### config.mk
export PLATFORM = sky130hd
export DESIGN_NAME = dual_interval_timer
export DESIGN_NICKNAME = d
export VERILOG_FILES = /design/src/rtl/dual_interval_timer.sv
export SDC_FILE = /design/constraint.sdc
export NUM_CORES = 1
export LEC_CHECK = 0
export ABC_AREA = 1
export BUFFER_PORTS_ARGS = -buffer_cell sky130_fd_sc_hd__buf_2
export CORE_UTILIZATION = 55
export DETAILED_ROUTE_END_ITERATION = 12
export GPL_TIMING_DRIVEN = 0
export HOLD_SLACK_MARGIN = 0.02
export PLACE_DENSITY = 0.82
export SLEW_MARGIN = 30
export SYNTH_ARGS = -nofsm -noshare
export SYNTH_HDL_FRONTEND = slang
export SYNTH_SLANG_ARGS = --single-unit
### constraint.sdc
create_clock -name clk -period 1.8 [get_ports clk]
set_clock_uncertainty 0.2 [all_clocks]
set_input_delay 0.18 -clock clk [delete_from_list [all_inputs] [get_ports clk]]
set_output_delay 0.18 -clock clk [all_outputs]
set_load 0.005 [all_outputs]
### src/rtl/dual_interval_timer.sv
module dual_interval_timer #(
  parameter int CW = 16
) (
  input  logic       clk,
  input  logic       rst,
  input  logic       tick,
  input  logic       wr_en,
  input  logic       rd_en,
  input  logic [2:0] addr,
  input  logic [7:0] wdata,
  output logic [7:0] rdata,
  output logic       t1_flag,
  output logic       t2_flag
);
  localparam logic [2:0] A_MODE = 3'd0, A_T1CL = 3'd1, A_T1CH = 3'd2, A_T1LL = 3'd3,
                         A_T1LH = 3'd4, A_T2CL = 3'd5, A_T2CH = 3'd6;
  localparam logic [CW-1:0] ONES = '1;
  localparam logic [CW-1:0] ZERO = '0;

  logic [CW-1:0] l1, c1, l2, c2;
  logic cont, p1, a1, a2;

  wire ld1   = wr_en && addr == A_T1CH;
  wire ld2   = wr_en && addr == A_T2CH;
  wire wrap1 = tick && c1 == ZERO;
  wire wrap2 = tick && c2 == ZERO;
  wire fire1 = wrap1 && (cont || a1) && !ld1;
  wire fire2 = wrap2 && a2 && !ld2;
  wire clr1  = (wr_en && addr == A_T1LH) || (rd_en && addr == A_T1CL);
  wire clr2  = rd_en && addr == A_T2CL;

  always_ff @(posedge clk) begin
    if (rst) begin
      l1 <= ONES; c1 <= ONES; l2 <= ONES; c2 <= ONES;
      cont <= 1'b0; p1 <= 1'b0; a1 <= 1'b1; a2 <= 1'b0;
      t1_flag <= 1'b0; t2_flag <= 1'b0;
    end else begin
      if (wr_en) begin
        case (addr)
          A_MODE:          cont <= wdata[0];
          A_T1CL, A_T1LL:  l1[7:0] <= wdata;
          A_T1CH, A_T1LH:  l1[CW-1:8] <= wdata;
          A_T2CL:          l2[7:0] <= wdata;
          A_T2CH:          l2[CW-1:8] <= wdata;
          default: ;
        endcase
      end

      if (ld1) begin
        c1 <= {wdata, l1[7:0]};
        p1 <= 1'b0;
        a1 <= 1'b1;
      end else if (tick) begin
        c1 <= (p1 && cont) ? l1 : c1 - 1'b1;
        p1 <= c1 == ZERO;
        if (c1 == ZERO) a1 <= 1'b0;
      end

      if (ld2) begin
        c2 <= {wdata, l2[7:0]};
        a2 <= 1'b1;
      end else if (tick) begin
        c2 <= c2 - 1'b1;
        if (c2 == ZERO) a2 <= 1'b0;
      end

      if (ld1)        t1_flag <= 1'b0;
      else if (fire1) t1_flag <= 1'b1;
      else if (clr1)  t1_flag <= 1'b0;

      if (ld2)        t2_flag <= 1'b0;
      else if (fire2) t2_flag <= 1'b1;
      else if (clr2)  t2_flag <= 1'b0;
    end
  end

  always_comb begin
    case (addr)
      A_MODE:  rdata = {7'd0, cont};
      A_T1CL:  rdata = c1[7:0];
      A_T1CH:  rdata = c1[CW-1:8];
      A_T1LL:  rdata = l1[7:0];
      A_T1LH:  rdata = l1[CW-1:8];
      A_T2CL:  rdata = c2[7:0];
      A_T2CH:  rdata = c2[CW-1:8];
      default: rdata = 8'd0;
    endcase
  end

  AST_T1_HOLD: assert property (@(posedge clk) disable iff (rst)
    (!tick && !ld1) |=> c1 == $past(c1));
  AST_T1_RELOAD: assert property (@(posedge clk) disable iff (rst)
    (tick && p1 && cont && !ld1) |=> c1 == $past(l1));
  AST_T1_RISE: assert property (@(posedge clk) disable iff (rst)
    $rose(t1_flag) |-> ($past(tick) && $past(c1) == ZERO));
  AST_T1_ONESHOT: assert property (@(posedge clk) disable iff (rst)
    (!cont && !a1 && !ld1) |=> !$rose(t1_flag));
  AST_T1_LOAD: assert property (@(posedge clk) disable iff (rst)
    ld1 |=> (c1 == {$past(wdata), $past(l1[7:0])} && !t1_flag));
  AST_T2_NO_RELOAD: assert property (@(posedge clk) disable iff (rst)
    (tick && c2 == ZERO && !ld2) |=> c2 == ONES);
  AST_T2_LOAD: assert property (@(posedge clk) disable iff (rst)
    ld2 |=> (c2 == {$past(wdata), $past(l2[7:0])} && !t2_flag));
endmodule

# --- Word-level counts from Yosys, hierarchy flattened ---
# Cells that the tools add are included.
word_totals:
  regBits: 62
  out_inout_bits: 10
  inputBits: 16
  word_cells: 66
classes:
  n_eq_ne: 6
  add_sub_neg: 2
  n_reduce_logical: 34
  muxes: 13
ops:
  columns: ["operator", "count"]
  rows:
  - ["$mux W16", 5]
  - ["$pmux W8 S7", 1]
  - ["$logic_not A16 Y1", 2]
  - ["$sub A16 B1 Y16 const B", 2]
  - ["$logic_and A1 B1 Y1", 12]
  - ["$reduce_and A2 Y1", 6]
  - ["$reduce_bool A2 Y1", 5]
  - ["$eq A3 B3 Y1 const B", 3]
  - ["$reduce_or A2 Y1", 4]
  - ["$mux W1", 7]
  - ["$eq A3 B2 Y1 const B", 2]
  - ["$eq A3 B1 Y1 const B", 1]
  - ["$logic_not A3 Y1", 1]
  - ["$logic_not A1 Y1", 2]
  - ["$logic_or A1 B1 Y1", 2]

# --- Logic depth before layout (Yosys ltp) ---
# Gate-level depths: netlist of run 1.
logic_depth:
  word_depth: 5
  ltp_mapped: 11
  depth_no_buf: 11

# --- Least setup slack after synthesis of run 1 ---
# OpenSTA, ideal clock, no wires.
synth_timing:
  path_type: "register to register"
  from: "reg c1[0]"
  to: "reg c1[14]"
  slack_ns: 0.184
  n_path_buf: 0
  stages_incl_launch_ff: 12
  arrival_ns: 1.304
  setup_time_ns: 0.112
  synth_period_minus_slack_ns: 1.616
  required_time_ns: 1.488
  cell_sequence: "dfxtp_1 inv_1 ha_1 nand2_1 nor2_1 nand2_1 nand2_1 nand2_1 nand2_1 nand2_1 nand2_1 nand2_1"
synth_between:
  elab_chain_cells: 4
synth_lines:
  columns: ["element", "line", "text"]
  rows:
  - ["start, declared", "20", "logic [CW-1:0] l1, c1, l2, c2;"]
  - ["start signal, assigned", "50", "c1 <= {wdata, l1[7:0]};"]
  - ["start signal, assigned", "54", "c1 <= (p1 && cont) ? l1 : c1 - 1'b1;"]
  - ["$sub A16 B1 Y16", "54", null]
  - ["$mux W16", "54", null]
  - ["$mux W16", "53", "end else if (tick) begin"]
  - ["$mux W16", "49", "if (ld1) begin"]
# No other way between the ends. The select of a mux whose other input is x is not followed.
# A chain may end at the register's enable or synchronous reset.

# --- Final worst setup path of run 1 ---
layout_timing:
  from: "in wr_en"
  to: "reg c1[9]"
layout_between:
  elab_chain_cells: 2
  elab_cells_between_ends: 3
  cone_classes: "mux: 1; reduce/logical: 2"
layout_lines:
  columns: ["element", "line", "text"]
  rows:
  - ["start, declared", "7", "input logic wr_en,"]
  - ["$logic_and A1 B1 Y1 (*)", "23", "wire ld1 = wr_en && addr == A_T1CH;"]
  - ["$mux W16 or $reduce_bool A2 Y1 (tied branches)", null, null]
# Every way passes the cells marked *; elsewhere a longest branch is shown, timed or not.

==> results.cfg, run 1 <==
[run_status]
status = finished, violations left
violations = design-rule violations

[drt]
dr.pass1.iters = 10
drt-total-wl_um = 11780
drc_errors = 1
detail_route.wl_per_cell_um = 16.54
via_per_inst = 5.986
drtAntennaViolNets = 0
drt-initial-drc-count = 489
dr_total_vias = 4262

[setup_path]
cp.required_ns = 1.87
worst_setup_path_start_kind = primary input
crit_type = in2reg
worstPathArrival_ns = 1.86
crit_fanout = 10
endpoint_kind = flip-flop
ff2ff_path_depth = 11

[clocking]
cts.clk_slew.worst_paths_ns = 0.09
cts_root_buf = clkbuf_8
clk_latency_ns = 0.36
cts_tree = yes
clockBufferDepth = 2
cts_max_level = 3
clock-sinks = 62
cts_buffers = 9

[global_route]
grt_pass1_vias = 3804
grt_start_max_net_pins = 13
grt_usage = 0.3264
grt_first_pass_wirelength_um = 18340
antenna_found_initial = 0
grt_overflow = 0

[sta]
max-slew-margin-rel = 0.6242
finalMaxSlewViolations = 0
finalHoldViolCount = 0
period_minus_slack_ns = 1.794
setup_violations = 0
max_freq_mhz = 557.3
tightest_slew_ns = 0.5637
whs_ns = 0.04348
fin_crit_sh = 0.9968
rsz0062_at_grt = true

[floorplan]
placementRows = 29
start_util = 0.5822
coreArea_um2 = 6495
die_w_um = 84.92
die-height_um = 84.92
io_pins = 26
die_area_um2 = 7211

[worst_hold_path]
whs_path_depth = 5
hold_class = in2reg

[power_and_ir_drop]
switching_power_uw = 1068
switching_share = 0.3045
p_leak_uw = 0.002259
p_seq_frac = 0.433
intPower_uw = 2439
p_clk_frac = 0.404
comb_power_share = 0.163
peakVddDrop_uv = 567.4
power_uw = 3507
power_density_nw_per_um2 = 791.1

[synth]
synthesis.nets = 600
syn_area_per_cell_um2 = 6.508
yosysUniqueCellTypes = 32
seq_area_frac_synth = 0.3283
synth-seq-cells = 62
ys_warn_count = 0
netlist_instances = 581
netlist_area_um2 = 3781

[layout]
drive_above_1_share = 0.1638
final_cell_mix = nand2_1 (148), inv_1 (79), dfxtp_1 (59)
area_delta_synth_final_pct = 17.24
nets = 649
n_fill_cell = 540
layout_commonest_cell = nand2_1
antennaDiodeCount = 0
fin_util = 0.6825

[placement]
io_buffers = 23
gp_congestion = 0.9613
hpwlAfterDp_um = 8373

[flow_run]
max_cap_violations = 0
## power groups by stage
stage                     registers (uW)  logic (uW)  clock network [uW]
after floorplan                     1520         354                   0
after global placement              1540         502                   0
after detailed placement            1540         514                   0
after CTS                           1510         537                1400
after global routing                1530         628                1480
final                               1520         572                1420
## cells in the mapped netlist, drive strengths merged
cell,number,share of area
nand3,38,0.052
ha,3,0.0099
dfxtp,62,0.33
buf,10,0.024
o21ai,54,0.071
o221ai,9,0.021
nor2,59,0.071
o22ai,9,0.015
xor2,11,0.025
a31oi,2,0.0033
o211ai,27,0.056
clkbuf,7,0.0070
inv,90,0.090
nand4,2,0.0033
clkinv,2,0.0020
nand2,158,0.17
nor3,3,0.0070
a21oi,33,0.044
o31ai,1,0.0020
o2111ai,1,0.0023
## critical path: stages
cell,delay (ns)
dlygate4sd3_1,0.53
buf_2,0.17
inv_1,0.28
nor2_4,0.11
buf_4,0.19
a21oi_1,0.23
nand2_1,0.08
nand2_1,0.06
nand2_1,0.04
## kinds of logic (layout without fill, tap and decap cells)
family	after synthesis	after routing	share of synthesized area
AND/OR/NAND/NOR	260	260	0.2985
XOR/XNOR	11	11	0.02548
AO/OA/AOI/OAI	136	136	0.2148
buffers and inverters	109	163	0.1231
adder cells (fa/ha/maj)	3	3	0.009928
flip-flops	62	62	0.3283
## layer usage
layer | track usage | up-vias | part of all wire
met4 | 0.1541 | 0 | 0.048
met3 | 0.07393 | 67 | 0.10
met1 | 0.4065 | 1920 | 0.39
met5 | 0 | - | 0
li1 | - | 1997 | -
met2 | 0.5373 | 278 | 0.46
## flip-flops by register name (all words and copies together) (netlist names)
signal,cells
t2_flag,1
p1,1
l2,8
cont,1
a2,1
a1,1
l1,16
c2,16
c1,16
t1_flag,1
## what timing repair did
item / CTS / global route
setup endpoints to repair: 5 / 25
hold buffers: 11 / 0
hold endpoints to repair: 23 / 0
gates resized for setup: 5 / 24
buffers inserted: 0 / 4
pin swaps: 0 / 4
## worst paths after layout
check                             start      to  slack [ns]
worst max-delay path              wr_en   c1[9]       0.006
worst max register to register    c1[0]  c1[10]        0.09
worst min register to register       a1      a1        0.26
worst min-delay path            addr[0]   l1[1]        0.04
## stage by stage
step	cells	setup slack, ns	cell area (um^2)	TNS [ns]
2_1_floorplan	581	0.1837	3781	0
3_3_place_gp	681	-0.1991	3993	-0.5133
3_5_place_dp	681	-0.1870	3993	-0.5093
4_1_cts	708	0.01846	4337	0
5_1_grt	712	-0.03470	4433	-0.07539
6_report	712	0.005675	4433	0
## layout make-up
type                       count  area (um^2)  share of cell area
clock buffer                   9        123.9             0.02794
tap                           77        96.34             0.02173
inverter                      92        357.8             0.08072
timing repair buffer          38        255.2             0.05758
clock inverter                 7        97.59             0.02202
sequential                    62         1245              0.2808
buffer                        17        117.6             0.02653
multi-input combinational    410         2140              0.4826
Power figures use the tool's default switching activity.
==> inputs of run 2 (changes only) <==
--- a/config.mk
+++ b/config.mk
@@ -6,7 +6,7 @@
 export NUM_CORES = 1
 export LEC_CHECK = 0
 export ABC_AREA = 1
-export BUFFER_PORTS_ARGS = -buffer_cell sky130_fd_sc_hd__buf_2
+export BUFFER_PORTS_ARGS = -buffer_cell sky130_fd_sc_hd__buf_4
 export CORE_UTILIZATION = 55
 export DETAILED_ROUTE_END_ITERATION = 12
 export GPL_TIMING_DRIVEN = 0
==> results.cfg, run 2 (same netlist as run 1, synthesis figures left out) <==
[sta]
max_freq_mhz = 544.9
timing.setup.tns_ns = -0.03505
period_minus_slack_ns = 1.835
finalMaxSlewViolations = 0
fin_crit_sh = 1.019
whs_ns = 0.03569
finalHoldViolCount = 0
max-slew-margin-rel = 0.6515
tightest_slew_ns = 0.5228
setup_violations = 1
timing.final.ws_setup_ns = -0.03505

[placement]
gp_congestion = 0.9754
io_buffers = 23
hpwlAfterDp_um = 8487
place_area_um2 = 4050

[drt]
drtAntennaViolNets = 0
wl_met1_um = 4583
detail_route.wl_per_cell_um = 16.49
top_layer_used = met4
dr_wl_met3_um = 1214
drc_errors = 1
dr.pass1.iters = 9
dr_wl_met2_um = 5485
drt-initial-drc-count = 409
drt-total-wl_um = 11840
via_per_inst = 5.908
dr_total_vias = 4242

[setup_path]
path_buf_inv = 2
endpoint_kind = primary output
crit_slowest_cell = dfxtp_1
r2r-end = c1[6]
cp.required_ns = 1.42
crit_type = reg2out
cp_top_family = flip-flops
crit_fanout = 4
reg2reg_from = c1[0]
path_cells = inv_2 > o22ai_1 > nor2_1 > o221ai_1 > buf_4
critPathMaxStageDelay_ns = 0.35
ff2ff_path_depth = 10
worst_setup_path_start_kind = flip-flop
worstPathArrival_ns = 1.46
r2r_setup_slack_ns = 0.08

[run_status]
violations = design-rule violations, negative setup slack
status = finished, violations left

[clocking]
clk_latency_ns = 0.36
cts.clk_slew.worst_paths_ns = 0.08
clock-sinks = 62
cts_buffers = 9
cts_root_buf = clkbuf_8
cts_max_level = 3
cts_tree = yes
clockBufferDepth = 2

[worst_hold_path]
whs_endpoint = l1[3]
holdCritStartpoint = addr[2]
whs_path_depth = 4
hold_class = in2reg

[layout]
multiInputGateArea_um2 = 2120
final_cell_mix = nand2_1 (148), inv_1 (76), dfxtp_1 (60)
regArea_um2 = 1244
layout_commonest_cell = nand2_1
fin_util = 0.7056
n_fill_cell = 541
nets = 655
final_area_um2 = 4583
largest_registers = c1 (16), c2 (16), l1 (16)
area_delta_synth_final_pct = 21.21
drive_above_1_share = 0.1638
antennaDiodeCount = 0

[floorplan]
io_pins = 26
coreArea_um2 = 6495
die-height_um = 84.92
start_util = 0.5822
die_area_um2 = 7211
die_w_um = 84.92
placementRows = 29

[global_route]
grt_first_pass_wirelength_um = 18840
grt_overflow = 0
grt_start_max_net_pins = 12
grt_pass1_vias = 3924
antenna_found_initial = 0
grt_usage = 0.3385

[power_and_ir_drop]
power_uw = 3835
p_leak_uw = 0.002306
peakVddDrop_uv = 661.8
power_density_nw_per_um2 = 836.8

[flow_run]
max_cap_violations = 0
run 2: cell types whose count changed in the layout (fill, tap and decap cells not counted), moves of 3 or more:
cell,before,now
dlygate4sd3_1,11,15
buf_4,8,33
inv_2,8,11
buf_2,24,1
inv_1,79,76
run 2: layout make-up:
type,instances,area share
Buffer,17,0.02566
Clock buffer,11,0.03303
Clock inverter,5,0.02812
Inverter,92,0.07808
Multi-Input combinational cell,410,0.4625
Sequential cell,62,0.2714
Tap cell,77,0.02102
Timing Repair Buffer,44,0.08026
run 2: per-stage QoR:
stage,cells,setup slack (ns)
floorplan,581,0.1837
detailed placement,681,-0.2510
global route,718,-0.005844
global placement,681,-0.2029
CTS,712,0.01000
finish,718,-0.03505
run 2: worst max path at each step:
stage	start	to	slack, ns	depth (start not counted)
after global routing	c1[0]	c1[14]	-0.006	11
final	c2[4]	rdata[4]	-0.04	5
after floorplan	c1[0]	c1[14]	0.18	11
after detailed placement	c1[0]	c1[10]	-0.25	11
after CTS	c2[4]	rdata[4]	0.01	5
after global placement	c1[0]	c1[14]	-0.20	11
run 2: worst reg2reg max path: stages, from the launching register on:
cell,delay (ns)
dfxtp_2,0.35
inv_4,0.11
ha_2,0.21
nand2_2,0.13
nor2_4,0.18
buf_4,0.15
nand2_1,0.05
nand2_1,0.07
nand3_1,0.06
nand2_1,0.06
nand2_1,0.04
run 2: per-layer routing:
metal	vias to the layer above	track usage
met5	-	0
li1	2008	-
met3	55	0.07977
met2	271	0.5602
met4	0	0.1803
met1	1908	0.4093
run 2: repair_timing:
action                     in CTS  in global routing
hold buffers                   15                  0
hold endpoints to repair       30                  0
pin swaps                       0                  4
setup endpoints to repair       5                 24
resized for setup               5                 22
setup buffers                   0                  6
run 2: power by group:
group | internal (uW) | switching, uW
combinational | 226 | 370
sequential | 1450 | 68.0
clock | 1140 | 583
total | 2810 | 1020
